[src/rtl/pwm_brk_pkg.sv]
package pwm_brk_pkg;
  localparam int A_CTRL   = 0;
  localparam int A_EVT    = 1;
  localparam int A_PSC    = 2;
  localparam int A_RELOAD = 3;
  localparam int A_CHCFG  = 4;
  localparam int A_BRKCFG = 5;
  localparam int A_CMPPRE = 6;
  localparam int A_COUNT  = 7;
  localparam int A_CMP0   = 8;

  localparam int CH_BITS  = 4;  // bits per channel in channel configuration
  localparam int BRK_BITS = 8;  // bits per break input in break configuration

  typedef struct packed {
    logic npol;
    logic nen;
    logic pol;
    logic en;
  } chan_cfg_t;
endpackage

[src/rtl/pwm_timebase.sv]
module pwm_timebase #(
  parameter int CNT_W = 16,
  parameter int PSC_W = 16
) (
  input  logic             clk,
  input  logic             rst_n,
  input  logic             run_i,
  input  logic             arpe_i,
  input  logic             ug_i,
  input  logic [PSC_W-1:0] psc_i,
  input  logic [CNT_W-1:0] reload_i,
  output logic [CNT_W-1:0] cnt_o,
  output logic             upd_o
);
  logic [PSC_W-1:0] pcnt_q, psc_sh_q;
  logic [CNT_W-1:0] cnt_q, rl_sh_q, rl_eff;
  logic             tick, wrap;

  assign rl_eff = arpe_i ? rl_sh_q : reload_i;
  assign tick   = run_i && (pcnt_q == psc_sh_q);
  assign wrap   = tick && (cnt_q == rl_eff);
  assign upd_o  = ug_i || wrap;
  assign cnt_o  = cnt_q;

  always_ff @(posedge clk or negedge rst_n) begin
    if (!rst_n) begin
      pcnt_q   <= '0;
      cnt_q    <= '0;
      psc_sh_q <= '0;
      rl_sh_q  <= '0;
    end else begin
      if (ug_i) begin
        pcnt_q <= '0;
        cnt_q  <= '0;
      end else if (run_i) begin
        if (tick) begin
          pcnt_q <= '0;
          cnt_q  <= wrap ? '0 : cnt_q + 1'b1;
        end else begin
          pcnt_q <= pcnt_q + 1'b1;
        end
      end
      if (upd_o) begin
        psc_sh_q <= psc_i;
        rl_sh_q  <= reload_i;
      end
    end
  end

  AST_PSC_BOUND: assert property (@(posedge clk) disable iff (!rst_n)
    pcnt_q <= psc_sh_q);
  AST_UPD_RESTART: assert property (@(posedge clk) disable iff (!rst_n)
    upd_o |=> (cnt_o == '0));
  AST_HOLD_STOPPED: assert property (@(posedge clk) disable iff (!rst_n)
    (!run_i && !ug_i) |=> $stable(cnt_o));
endmodule

[src/rtl/pwm_brk_filter.sv]
module pwm_brk_filter #(
  parameter int FILT_W = 4
) (
  input  logic              clk,
  input  logic              rst_n,
  input  logic              pin_i,
  input  logic [FILT_W-1:0] code_i,
  output logic              lvl_o
);
  logic              smp_q, lvl_q;
  logic [FILT_W-1:0] run_q;

  assign lvl_o = lvl_q;

  always_ff @(posedge clk or negedge rst_n) begin
    if (!rst_n) begin
      smp_q <= 1'b0;
      lvl_q <= 1'b0;
      run_q <= '0;
    end else begin
      smp_q <= pin_i;
      if (smp_q == lvl_q) begin
        run_q <= '0;
      end else if (run_q >= code_i) begin
        lvl_q <= smp_q;
        run_q <= '0;
      end else begin
        run_q <= run_q + 1'b1;
      end
    end
  end

  AST_FILT_HOLD: assert property (@(posedge clk) disable iff (!rst_n)
    (smp_q == lvl_q) |=> $stable(lvl_o));
endmodule

[src/rtl/pwm_chan.sv]
module pwm_chan #(
  parameter int CNT_W = 16
) (
  input  logic                  clk,
  input  logic                  rst_n,
  input  logic [CNT_W-1:0]      cnt_i,
  input  logic [CNT_W-1:0]      cmp_i,
  input  logic                  pre_i,
  input  logic                  upd_i,
  input  pwm_brk_pkg::chan_cfg_t cfg_i,
  input  logic                  moe_i,
  output logic                  oc_o,
  output logic                  ocn_o
);
  logic [CNT_W-1:0] cmp_sh_q, cmp_eff;
  logic             ref_a;

  assign cmp_eff = pre_i ? cmp_sh_q : cmp_i;
  assign ref_a   = (cnt_i < cmp_eff);

  always_ff @(posedge clk or negedge rst_n) begin
    if (!rst_n) begin
      cmp_sh_q <= '0;
      oc_o     <= 1'b0;
      ocn_o    <= 1'b0;
    end else begin
      if (upd_i) cmp_sh_q <= cmp_i;
      oc_o  <= (cfg_i.en  && moe_i &&  ref_a) ^ cfg_i.pol;
      ocn_o <= (cfg_i.nen && moe_i && !ref_a) ^ cfg_i.npol;
    end
  end

  AST_OFF_INACTIVE: assert property (@(posedge clk) disable iff (!rst_n)
    (!cfg_i.en || !moe_i) |=> (oc_o == $past(cfg_i.pol)));
  AST_COMP_EXCL: assert property (@(posedge clk) disable iff (!rst_n)
    1'b1 |=> !(oc_o && ocn_o && !$past(cfg_i.pol) && !$past(cfg_i.npol)));
endmodule

[src/rtl/pwm_brk_top.sv]
module pwm_brk_top #(
  parameter int CNT_W  = 16,
  parameter int PSC_W  = 16,
  parameter int NCH    = 4,
  parameter int NBRK   = 2,
  parameter int FILT_W = 4,
  parameter int ADDR_W = 4,
  parameter int DW     = 16
) (
  input  logic              clk,
  input  logic              rst_n,
  input  logic              wr_en,
  input  logic [ADDR_W-1:0] wr_addr,
  input  logic [DW-1:0]     wr_data,
  input  logic [ADDR_W-1:0] rd_addr,
  output logic [DW-1:0]     rd_data,
  input  logic [NBRK-1:0]   brk_in,
  output logic [NCH-1:0]    oc_o,
  output logic [NCH-1:0]    ocn_o
);
  import pwm_brk_pkg::*;

  localparam int CFG_W = CH_BITS * NCH;
  localparam int BRK_W = BRK_BITS * NBRK;

  logic                 run_q, arpe_q, moe_q;
  logic [PSC_W-1:0]     psc_q;
  logic [CNT_W-1:0]     reload_q;
  logic [CFG_W-1:0]     chcfg_q;
  logic [BRK_W-1:0]     brkcfg_q;
  logic [NCH-1:0]       cmppre_q;
  logic [CNT_W-1:0]     cmp_q [NCH];
  logic [CNT_W-1:0]     cnt;
  logic                 upd, ug, ctrl_wr;
  logic [NBRK-1:0]      brk_lvl, brk_hit;
  logic                 fault;

  assign ctrl_wr = wr_en && (wr_addr == ADDR_W'(A_CTRL));
  assign ug      = wr_en && (wr_addr == ADDR_W'(A_EVT)) && wr_data[0];
  assign fault   = |brk_hit;

  always_ff @(posedge clk or negedge rst_n) begin
    if (!rst_n) begin
      run_q    <= 1'b0;
      arpe_q   <= 1'b0;
      moe_q    <= 1'b0;
      psc_q    <= '0;
      reload_q <= '0;
      chcfg_q  <= '0;
      brkcfg_q <= '0;
      cmppre_q <= '0;
      for (int i = 0; i < NCH; i++) cmp_q[i] <= '0;
    end else begin
      if (fault)        moe_q <= 1'b0;
      else if (ctrl_wr) moe_q <= wr_data[2];
      if (ctrl_wr) begin
        run_q  <= wr_data[0];
        arpe_q <= wr_data[1];
      end
      if (wr_en) begin
        if (wr_addr == ADDR_W'(A_PSC))    psc_q    <= wr_data[PSC_W-1:0];
        if (wr_addr == ADDR_W'(A_RELOAD)) reload_q <= wr_data[CNT_W-1:0];
        if (wr_addr == ADDR_W'(A_CHCFG))  chcfg_q  <= wr_data[CFG_W-1:0];
        if (wr_addr == ADDR_W'(A_BRKCFG)) brkcfg_q <= wr_data[BRK_W-1:0];
        if (wr_addr == ADDR_W'(A_CMPPRE)) cmppre_q <= wr_data[NCH-1:0];
        for (int i = 0; i < NCH; i++)
          if (wr_addr == ADDR_W'(A_CMP0 + i)) cmp_q[i] <= wr_data[CNT_W-1:0];
      end
    end
  end

  always_comb begin
    rd_data = '0;
    case (int'(rd_addr))
      A_CTRL:   rd_data[2:0] = {moe_q, arpe_q, run_q};
      A_PSC:    rd_data[PSC_W-1:0] = psc_q;
      A_RELOAD: rd_data[CNT_W-1:0] = reload_q;
      A_CHCFG:  rd_data[CFG_W-1:0] = chcfg_q;
      A_BRKCFG: rd_data[BRK_W-1:0] = brkcfg_q;
      A_CMPPRE: rd_data[NCH-1:0]   = cmppre_q;
      A_COUNT:  rd_data[CNT_W-1:0] = cnt;
      default:  rd_data = '0;
    endcase
    for (int i = 0; i < NCH; i++)
      if (int'(rd_addr) == A_CMP0 + i) rd_data[CNT_W-1:0] = cmp_q[i];
  end

  pwm_timebase #(.CNT_W(CNT_W), .PSC_W(PSC_W)) u_tb (
    .clk(clk), .rst_n(rst_n), .run_i(run_q), .arpe_i(arpe_q), .ug_i(ug),
    .psc_i(psc_q), .reload_i(reload_q), .cnt_o(cnt), .upd_o(upd)
  );

  for (genvar b = 0; b < NBRK; b++) begin : g_brk
    pwm_brk_filter #(.FILT_W(FILT_W)) u_flt (
      .clk(clk), .rst_n(rst_n), .pin_i(brk_in[b]),
      .code_i(brkcfg_q[BRK_BITS*b+4 +: FILT_W]), .lvl_o(brk_lvl[b])
    );
    assign brk_hit[b] = brkcfg_q[BRK_BITS*b] &&
                        (brk_lvl[b] == brkcfg_q[BRK_BITS*b+1]);
  end

  for (genvar c = 0; c < NCH; c++) begin : g_ch
    pwm_chan #(.CNT_W(CNT_W)) u_ch (
      .clk(clk), .rst_n(rst_n), .cnt_i(cnt), .cmp_i(cmp_q[c]),
      .pre_i(cmppre_q[c]), .upd_i(upd),
      .cfg_i(chan_cfg_t'(chcfg_q[CH_BITS*c +: CH_BITS])),
      .moe_i(moe_q), .oc_o(oc_o[c]), .ocn_o(ocn_o[c])
    );
  end

  AST_BRK_CLEARS_MOE: assert property (@(posedge clk) disable iff (!rst_n)
    fault |=> !moe_q);
  AST_MOE_BY_WRITE: assert property (@(posedge clk) disable iff (!rst_n)
    $rose(moe_q) |-> $past(ctrl_wr && wr_data[2]));
endmodule

[config.mk]
export PLATFORM = sky130hd
export DESIGN_NAME = pwm_brk_top
export DESIGN_NICKNAME = d
export VERILOG_FILES = /design/src/rtl/pwm_brk_pkg.sv /design/src/rtl/pwm_timebase.sv /design/src/rtl/pwm_brk_filter.sv /design/src/rtl/pwm_chan.sv /design/src/rtl/pwm_brk_top.sv
export SDC_FILE = /design/constraint.sdc
export NUM_CORES = 1
export LEC_CHECK = 0
export BUFFER_PORTS_ARGS = -buffer_cell sky130_fd_sc_hd__buf_2
export CAP_MARGIN = 15
export CORE_MARGIN = 3
export CORE_UTILIZATION = 49
export CTS_BUF_LIST = sky130_fd_sc_hd__clkbuf_8
export CTS_CLUSTER_DIAMETER = 80
export DETAILED_ROUTE_END_ITERATION = 7
export PLACE_DENSITY = 0.65
export SLEW_MARGIN = 20
export SYNTH_ARGS = -nofsm -noshare
export SYNTH_HDL_FRONTEND = slang
export SYNTH_SLANG_ARGS = --single-unit
[constraint.sdc]
create_clock -name clk -period 3.7 [get_ports clk]
set_input_delay 0.925 -clock clk [delete_from_list [all_inputs] [get_ports clk]]
set_output_delay 0.925 -clock clk [all_outputs]
set_load 0.02 [all_outputs]
==> results.cfg, run 1 <==
[worst_setup_path]
cp-end-kind = output port
critPathRequiredTime_ps = 2770
r2r-start = arpe_q
crit_path_start_kind = input pin
r2r_slack_ps = 560
r2r-end = g_ch[2].u_ch.cmp_sh_q[1]
cp_data_arrival_time_ps = 2660
path_max_fanout = 13
reg2reg_depth = 8
critical_path_class = input pin to output port

[sta]
timing.final.max_slew_violations = 0
rsz0062_at_grt = no
min_period_ps = 3580
tns_ps = 0
hold_viol = 0
clock_skew_ps = 32.2
max_freq_mhz = 279
worstMarginPinSlew_ps = 1100
setup_viol = 0
max_slew_margin_pct = 26.9
finalCritPeriodShare_pct = 96.8

[cts]
cts.repair.resized = 0
path_clk_slew_ps = 60
cts_root_buffer = clkbuf_8
post-cts-setup-buffers = 0
numCtsBuffers = 49
htreeDepth = 2
cts_sinks = 283
clk_path_buf_depth = 3
insertion_delay_ps = 590
cts_tree = built
ctsHoldBuffers = 0

[logic_synthesis]
ys.flop_type = dfrtp_1
syn_inst = 1271
mappedNetlistArea_mm2 = 0.0150
synth-edff-count = 0
ys_seq_elements = 283
synth_area_per_cell_um2 = 11.8
synth_cell_types = 62
synth_nets = 1372
ys_warn_count = 0
yosysSeqAreaShare_pct = 47.1
synth-async-reset-ratio_pct = 100

[route]
wl_mm = 42.0
drt_iter0_drc = 885
dr.max_layer_used = met5
wl_met3_mm = 2.51
wl_per_cell_um = 23.8
drt-vias-per-instance = 6.07
wl_met2_mm = 19.0
ant_nets = 0
vias = 10711
firstDrtPassIters = 5
wl_met1_mm = 19.0
drc = 0

[floorplan]
dieWidth_um = 181
start_util_pct = 50.2
dieArea_mm2 = 0.0328
die_y_um = 181
ioPinCount = 53
core-area_mm2 = 0.0300
core.rowCount = 63

[min_path]
hp-class = input pin to async pin

[run]
cap_viol_max_count = 0

[grt]
grt_use_total_pct = 25.8
grt_pass1_wl_mm = 66.2
grt_overflow_total = 0
grt_pass1_vias = 11037
antenna_found_initial = 2
grt_max_degree = 97

[layout]
reg.largest.list = cmp_q (64), g_ch.u_ch.cmp_sh_q (64)
final_cells = 1764
fillers = 2585
final_nets = 1438
drive_gt1_share_pct = 24.4
multiInputGateArea_mm2 = 0.00747
area_growth_pct = 12.0
seq_area_mm2 = 0.00708

[placement]
portBuffers = 52
place_hpwl_mm = 29.8
dp.cells = 1676
gp_congestion = 0.892

[outcome]
status = completed

[power]
clkPwrFrac_pct = 29.5
power_density_mw_per_mm2 = 577
p_leak_nw = 7.90
power_frac_comb_pct = 24.2
p_int_mw = 6.51
pwr-share-seq_pct = 46.2
irDropWorstVdd_mv = 0.334
p_sw_mw = 3.21
p_sw_share_pct = 33.0
critical path, cell delays in order:
cell	delay [ps]
buf_2	210
and4b_2	380
a22oi_1	270
nand2_1	100
a221oi_1	290
buf_4	180
o21ai_0	110
buf_2	190
cells in the final DEF (no fill, tap or decap), types with 10 or more instances in the layout:
cell | netlist | layout
a21o_1 | 11 | 11
a21oi_1 | 50 | 50
a221oi_1 | 19 | 19
a22o_1 | 15 | 15
a22oi_1 | 18 | 18
a31oi_1 | 19 | 19
and3_1 | 14 | 14
buf_2 | 5 | 51
buf_4 | 10 | 39
clkbuf_8 | 0 | 65
dfrtp_1 | 283 | 283
ha_1 | 72 | 72
inv_1 | 22 | 36
mux2_1 | 74 | 74
mux2_2 | 153 | 153
mux2i_1 | 79 | 79
nand2_1 | 47 | 47
nand3_1 | 24 | 24
nand4_1 | 15 | 15
nor2_1 | 59 | 58
nor2b_1 | 10 | 10
o21ai_0 | 32 | 32
xnor2_1 | 35 | 35
xor2_1 | 27 | 27
power groups by stage:
stage / combinational (mW) / sequential, mW / clock (mW)
after floorplan: 1.82 / 4.17 / 0
after global placement: 2.28 / 4.52 / 0
after detailed placement: 2.34 / 4.54 / 0
after CTS: 2.35 / 4.49 / 2.93
after global routing: 2.63 / 4.58 / 3.09
final: 2.36 / 4.50 / 2.87
per-layer routing:
layer / vias up / global-route usage, %
met5: - / 0
met4: 2 / 9.29
met3: 90 / 4.47
met2: 363 / 40.2
met1: 5425 / 36.4
li1: 4831 / -
kinds of logic after synthesis:
logic type	after synthesis	synth area share, %
multiplexers	306	22.3
flip-flops	283	47.1
AND/OR/NAND/NOR	228	7.76
AO/OA/AOI/OAI	214	9.81
buffers and inverters	106	3.45
adder cells (fa/ha/maj)	72	5.99
XOR/XNOR	62	3.61
how the worst max path moves through the flow:
stage / start / to / slack [ps] / cells after the start
floorplan: rd_addr[3] / rd_data[14] / 140 / 9
global placement: rd_addr[2] / rd_data[15] / 170 / 9
global route: rd_addr[3] / rd_data[7] / 10 / 8
finish: rd_addr[3] / rd_data[7] / 120 / 8
detailed placement: rd_addr[3] / rd_data[7] / 100 / 8
CTS: rd_addr[3] / rd_data[7] / 30 / 8
cell usage after synthesis, drive strengths merged, types with 4 or more instances:
cell type | instances | area (um^2)
dfrtp | 283 | 7080
or4 | 8 | 60.1
a31oi | 19 | 119
buf | 32 | 239
mux2i | 79 | 791
and3 | 14 | 87.6
nand3b | 5 | 37.5
inv | 22 | 82.6
nor2b | 10 | 62.6
o21a | 4 | 30.0
and2 | 10 | 62.6
a22oi | 18 | 135
nand2 | 47 | 176
nand2b | 8 | 50.1
a21o | 11 | 82.6
ha | 72 | 901
nor2 | 59 | 221
nor4 | 8 | 50.1
o211ai | 8 | 60.1
a221oi | 19 | 166
a22o | 15 | 131
nor3 | 6 | 30.0
xor2 | 27 | 236
a2111o | 5 | 56.3
mux2 | 227 | 2560
o21ai | 33 | 165
o2111ai | 7 | 61.3
xnor2 | 35 | 307
clkbuf | 52 | 198
nand4 | 15 | 93.8
nand3 | 24 | 120
a21oi | 50 | 250
o31ai | 5 | 37.5
cell type report:
| cell class | instances | share of cell area (%) |
|---|---|---|
| repair buffers | 99 | 4.29 |
| well taps | 390 | 2.90 |
| flip-flops and latches | 283 | 42.1 |
| multi-input cells | 882 | 44.3 |
| clock buffers | 65 | 5.31 |
| clock inverters | 22 | 0.609 |
| inverters | 22 | 0.490 |
| diodes | 1 | 0.0149 |
through the flow:
step	power [mW]	hold slack (ps)	util (%)	worst slack [ps]	area, um^2
after floorplan	5.99	449	-	145	15000
after global placement	6.80	466	52.9	170	15800
after detailed placement	6.88	475	52.9	103	15800
after CTS	9.77	315	56.2	33.0	16800
after global routing	10.3	345	56.2	10.5	16800
final	9.72	305	56.2	119	16800
(Power assumes the default switching activity.)
==> run 2: changes to the inputs <==
--- a/config.mk
+++ b/config.mk
@@ -7,12 +7,14 @@
 export LEC_CHECK = 0
 export BUFFER_PORTS_ARGS = -buffer_cell sky130_fd_sc_hd__buf_2
 export CAP_MARGIN = 15
+export CELL_PAD_IN_SITES_DETAIL_PLACEMENT = 1
+export CELL_PAD_IN_SITES_GLOBAL_PLACEMENT = 1
 export CORE_MARGIN = 3
 export CORE_UTILIZATION = 49
 export CTS_BUF_LIST = sky130_fd_sc_hd__clkbuf_8
 export CTS_CLUSTER_DIAMETER = 80
 export DETAILED_ROUTE_END_ITERATION = 7
-export PLACE_DENSITY = 0.65
+export PLACE_DENSITY_LB_ADDON = 0.1
 export SLEW_MARGIN = 20
 export SYNTH_ARGS = -nofsm -noshare
 export SYNTH_HDL_FRONTEND = slang
==> run 2 against run 1 <==
- critical path depth rose by 1
- global-route usage rose by 3.2 points
- sequential share of layout area fell by 0.44 points
- wire length rose by 13%
- combinational power rose by 4%
- clock-buffer cell count rose by 6
- sequential power rose by 2%
- first-iteration DRC count fell by 19%
- die area did not move
- worst hold slack got worse by 26 ps
- clock skew fell by 4.6 ps
- largest power group unchanged
==> results.cfg, run 2 (synthesis gave the netlist of run 1 again) <==
[outcome]
status = completed

[route]
drt-vias-per-instance = 6.21
drt_iter0_drc = 720
firstDrtPassIters = 5
wl_per_cell_um = 26.8
wl_mm = 47.3
ant_nets = 0
vias = 10980
drc = 0

[placement]
pre_cts_ws_ps = 123
place_hpwl_mm = 34.2
gp_congestion = 0.907
portBuffers = 52

[worst_setup_path]
cp_data_arrival_time_ps = 2670
crit_path_start_kind = input pin
r2r-start = cmppre_q[2]
r2r-end = g_ch[2].u_ch.ocn_o
critical_path_class = input pin to output port
critical_path.max_stage_delay_ps = 670
path_buf_inv = 3
cp-startpoint = rd_addr[3]
path_depth = 9
cp_top_family = simple AND/OR/NAND/NOR gates
slowest_stage = and4b_1
r2r_slack_ps = 410
reg2reg_depth = 8
setup.worst_path.end = rd_data[2]
crit_path_cell_trace = buf_2 > and4b_1 > buf_4 > a22o_1 > a21oi_1 > nand3_1 > o21ai_0 > o21ai_0 > buf_2
path_max_fanout = 13
cp-end-kind = output port
critPathRequiredTime_ps = 2770

[min_path]
hp-class = input pin to async pin

[floorplan]
start_util_pct = 50.2
die_y_um = 181
dieWidth_um = 181
core.rowCount = 63
dieArea_mm2 = 0.0328
ioPinCount = 53
core-area_mm2 = 0.0300

[grt]
grt_pass1_vias = 11665
antenna_found_initial = 1
grt_use_total_pct = 29.0
grt_pass1_wl_mm = 73.2
grt_max_degree = 97
grt_overflow_total = 0

[power]
power_frac_comb_pct = 23.6
p_sw_mw = 3.42
power_mw = 10.4
irDropWorstVdd_mv = 0.386
p_sw_share_pct = 33.0
p_leak_nw = 7.96
clkPwrFrac_pct = 32.1
p_int_mw = 6.94
pwr-share-seq_pct = 44.2
power_density_mw_per_mm2 = 609

[sta]
setup_ws_ps = 101
rsz0062_at_grt = no
whs_ps = 278
hold_viol = 0
clock_skew_ps = 27.6
setup_viol = 0
min_period_ps = 3600
max_freq_mhz = 278
timing.final.max_slew_violations = 0
worstMarginPinSlew_ps = 924
max_slew_margin_pct = 38.4
finalCritPeriodShare_pct = 97.3
tns_ps = 0

[cts]
cts_root_buffer = clkbuf_8
cts_sinks = 283
clk_path_buf_depth = 3
htreeDepth = 2
numCtsBuffers = 51
insertion_delay_ps = 600
cts_tree = built
ctsHoldBuffers = 0
path_clk_slew_ps = 60

[layout]
final_nets = 1439
final_cell_mix = 283 x dfrtp_1, 153 x mux2_2, 79 x mux2i_1
area_growth_pct = 13.2
drive_gt1_share_pct = 24.9
layout_commonest_cell = dfrtp_1
reg.largest.list = cmp_q (64), g_ch.u_ch.cmp_sh_q (64)

[run]
cap_viol_max_count = 0
-- run 2: layer usage --
metal	share of wire, %	GRT usage (%)	wire [um]	vias to the layer above
met4	2.2	7.53	1040	0
li1	-	-	-	4821
met5	0	0	0	-
met3	6.0	4.73	2860	75
met1	44	40.1	20800	5744
met2	48	47.8	22600	340
-- run 2: repair_timing --
| action | 4_1_cts | 5_1_grt |
|---|---|---|
| gates resized for setup | 0 | 1 |
| buffers inserted | 0 | 0 |
| setup endpoints to repair | 0 | 6 |
| hold endpoints to repair | 0 | 0 |
-- run 2: worst min-delay path by stage --
stage                              from                        to  slack [ps]  depth (start not counted)
2_1_floorplan               brkcfg_q[8]                     moe_q         450                          1
3_3_place_gp   g_ch[3].u_ch.cmp_sh_q[0]  g_ch[3].u_ch.cmp_sh_q[0]         460                          1
3_5_place_dp   g_ch[1].u_ch.cmp_sh_q[4]  g_ch[1].u_ch.cmp_sh_q[4]         470                          1
4_1_cts                           rst_n               brkcfg_q[2]         270                          1
5_1_grt                           rst_n  g_ch[0].u_ch.cmp_sh_q[1]         290                          1
6_report                          rst_n  g_ch[0].u_ch.cmp_sh_q[1]         280                          1
-- run 2: cell type report --
| cell class | count | area [um^2] |
|---|---|---|
| Timing Repair Buffer | 98 | 716 |
| Inverter | 22 | 82.6 |
| Sequential cell | 283 | 7080 |
| Multi-Input combinational cell | 882 | 7470 |
| Fill cell | 3069 | 12900 |
| Tap cell | 390 | 488 |
| Clock inverter | 21 | 196 |
| Clock buffer | 71 | 977 |
| Antenna cell | 1 | 2.50 |
-- run 2: worst register-to-register path: stages (launching register included) --
cell	delay, ps
dfrtp_1	670
buf_12	240
mux2i_1	420
ha_1	210
nand4_1	150
nor2_1	460
o21ai_0	430
a21oi_1	280
xor2_1	310
-- run 2: through the flow --
stage / instance area [um^2] / util [%] / instances
after floorplan: 15000 / - / 1271
after detailed placement: 15800 / 52.9 / 1675
after global routing: 17000 / 56.8 / 1767
final: 17000 / 56.8 / 1768
after global placement: 15800 / 52.9 / 1675
after CTS: 17000 / 56.8 / 1767
-- run 2: power by group through the flow --
stage | combinational (mW) | sequential [mW] | clock, mW
after floorplan | 1.82 | 4.17 | 0
after global placement | 2.33 | 4.58 | 0
after detailed placement | 2.43 | 4.62 | 0
after CTS | 2.46 | 4.57 | 3.40
after global routing | 2.72 | 4.66 | 3.54
final | 2.45 | 4.58 | 3.33
==> run 3: changes to the inputs <==
--- a/config.mk
+++ b/config.mk
@@ -15,6 +15,7 @@
 export CTS_CLUSTER_DIAMETER = 80
 export DETAILED_ROUTE_END_ITERATION = 7
 export PLACE_DENSITY_LB_ADDON = 0.1
+export SKIP_CTS_REPAIR_TIMING = 1
 export SLEW_MARGIN = 20
 export SYNTH_ARGS = -nofsm -noshare
 export SYNTH_HDL_FRONTEND = slang
==> constraint.sdc (replaced) <==
create_clock -name clk -period 4.4 [get_ports clk]
set_input_delay 1.1 -clock clk [delete_from_list [all_inputs] [get_ports clk]]
set_output_delay 1.1 -clock clk [all_outputs]
set_load 0.02 [all_outputs]
==> run 3 against run 2 <==
- clock skew rose by 14 ps
- sequential cell count did not move
- sequential share of layout area is 0.86 points higher
- design area down 2.0%
- clock power decreased by 26%
- clock-buffer cell count shrank 9
- first-iteration DRC count grew 1.7%
- global-route usage shrank 0.050 points
- utilization shrank 1.1 points
- critical path type unchanged
- critical endpoint is now rd_data[8]
==> results.cfg, run 3 (synthesis gave the netlist of run 1 again) <==
[cts]
numCtsBuffers = 50
insertion_delay_ps = 610
clk_path_buf_depth = 3
cts_tree = built
path_clk_slew_ps = 60
htreeDepth = 2
cts_root_buffer = clkbuf_8
cts_sinks = 283

[layout]
final_cells = 1745
reg.largest.list = cmp_q (64), g_ch.u_ch.cmp_sh_q (64)
seq_area_mm2 = 0.00708
drive_gt1_share_pct = 23.4
fin_util_pct = 55.7
fin_area_mm2 = 0.0167
layout_commonest_cell = dfrtp_1
multiInputGateArea_mm2 = 0.00747
final_nets = 1419
final_cell_mix = 283 x dfrtp_1, 153 x mux2_2, 79 x mux2i_1
fillers = 3082
diodes = 0
area_growth_pct = 10.9

[route]
drc = 0
firstDrtPassIters = 5
drt-vias-per-instance = 6.28
vias = 10963
wl_per_cell_um = 27.3
ant_nets = 0
drt_iter0_drc = 732
wl_mm = 47.6

[worst_setup_path]
critPathRequiredTime_ps = 3300
path_max_fanout = 15
cp_data_arrival_time_ps = 3120
cp-end-kind = output port
crit_path_start_kind = input pin
critical_path_class = input pin to output port

[placement]
place_hpwl_mm = 34.0
dp.cells = 1656
dpl_cell_area_mm2 = 0.0156
gp_congestion = 0.873
portBuffers = 52
pre_cts_ws_ps = 245

[sta]
rsz0062_at_grt = no
whs_ps = 487
setup_viol = 0
max_freq_mhz = 237
timing.final.max_slew_violations = 0
finalCritPeriodShare_pct = 95.9
min_period_ps = 4220
hold_viol = 0
clock_skew_ps = 41.7
tns_ps = 0
max_slew_margin_pct = 28.4
setup_ws_ps = 179
worstMarginPinSlew_ps = 1070

[floorplan]
dieArea_mm2 = 0.0328
core-area_mm2 = 0.0300
die_y_um = 181
ioPinCount = 53
dieWidth_um = 181
start_util_pct = 50.2
core.rowCount = 63

[grt]
antenna_found_initial = 0
grt_pass1_wl_mm = 72.6
grt_pass1_vias = 11733
grt_max_degree = 109
grt_overflow_total = 0
grt_use_total_pct = 28.9

[power]
p_sw_share_pct = 34.4
clkPwrFrac_pct = 29.7
pwr-share-seq_pct = 46.7
power_mw = 8.36
p_int_mw = 5.49
irDropWorstVdd_mv = 0.295
p_leak_nw = 7.80
p_sw_mw = 2.88
power_frac_comb_pct = 23.6
power_density_mw_per_mm2 = 501

[min_path]
hp-class = flip-flop to flip-flop

[outcome]
status = completed

[run]
cap_viol_max_count = 0
==> run 3: cell types whose count changed in the layout (fill, tap and decap cells not counted), sizes merged <==
cell	previous run	this run
clkinv	3	11
inv	35	37
clkinvlp	1	0
bufinv	4	1
diode	1	0
clkbuf	71	62
buf	98	79
==> run 3: path summary, 6_finish.rpt <==
| kind | slack (ps) | cells after the start | start | to |
|---|---|---|---|---|
| worst max register to register | 900 | 8 | arpe_q | g_ch[2].u_ch.cmp_sh_q[5] |
| max in group asynchronous | 2850 | 2 | rst_n | u_tb.rl_sh_q[13] |
| worst max-delay path | 180 | 6 | rd_addr[3] | rd_data[8] |
| worst min register to register | 490 | 1 | g_ch[3].u_ch.cmp_sh_q[0] | g_ch[3].u_ch.cmp_sh_q[0] |
| worst min-delay path | 490 | 1 | g_ch[3].u_ch.cmp_sh_q[0] | g_ch[3].u_ch.cmp_sh_q[0] |
| min in group asynchronous | 580 | 1 | rst_n | g_ch[3].u_ch.cmp_sh_q[1] |
==> run 3: area by class of cell <==
cell class	count	area share, %
flip-flops and latches	283	42.5
repair buffers	79	3.14
inverters	22	0.495
well taps	390	2.93
multi-input cells	882	44.8
clock buffers	62	5.12
clock inverters	27	1.05
==> run 3: critical path, cell delays in order <==
cell and delay [ps]:
buf_2 200, nor2b_1 390, and2_1 630, a221oi_1 200, a31oi_1 360, buf_2 230
==> run 3: per-layer routing <==
layer	global-route usage, %	routed length, um
met1	38.7	20700
met2	45.9	21900
met3	6.52	3080
met4	11.7	1880
met5	0	0
==> run 3: power by group through the flow <==
| stage | clock network [mW] | registers (mW) | logic, mW |
|---|---|---|---|
| CTS | 2.55 | 3.89 | 1.98 |
| global placement | 0 | 3.90 | 1.89 |
| global route | 2.68 | 3.96 | 2.20 |
| floorplan | 0 | 3.51 | 1.53 |
| detailed placement | 0 | 3.93 | 1.97 |
| finish | 2.48 | 3.91 | 1.97 |
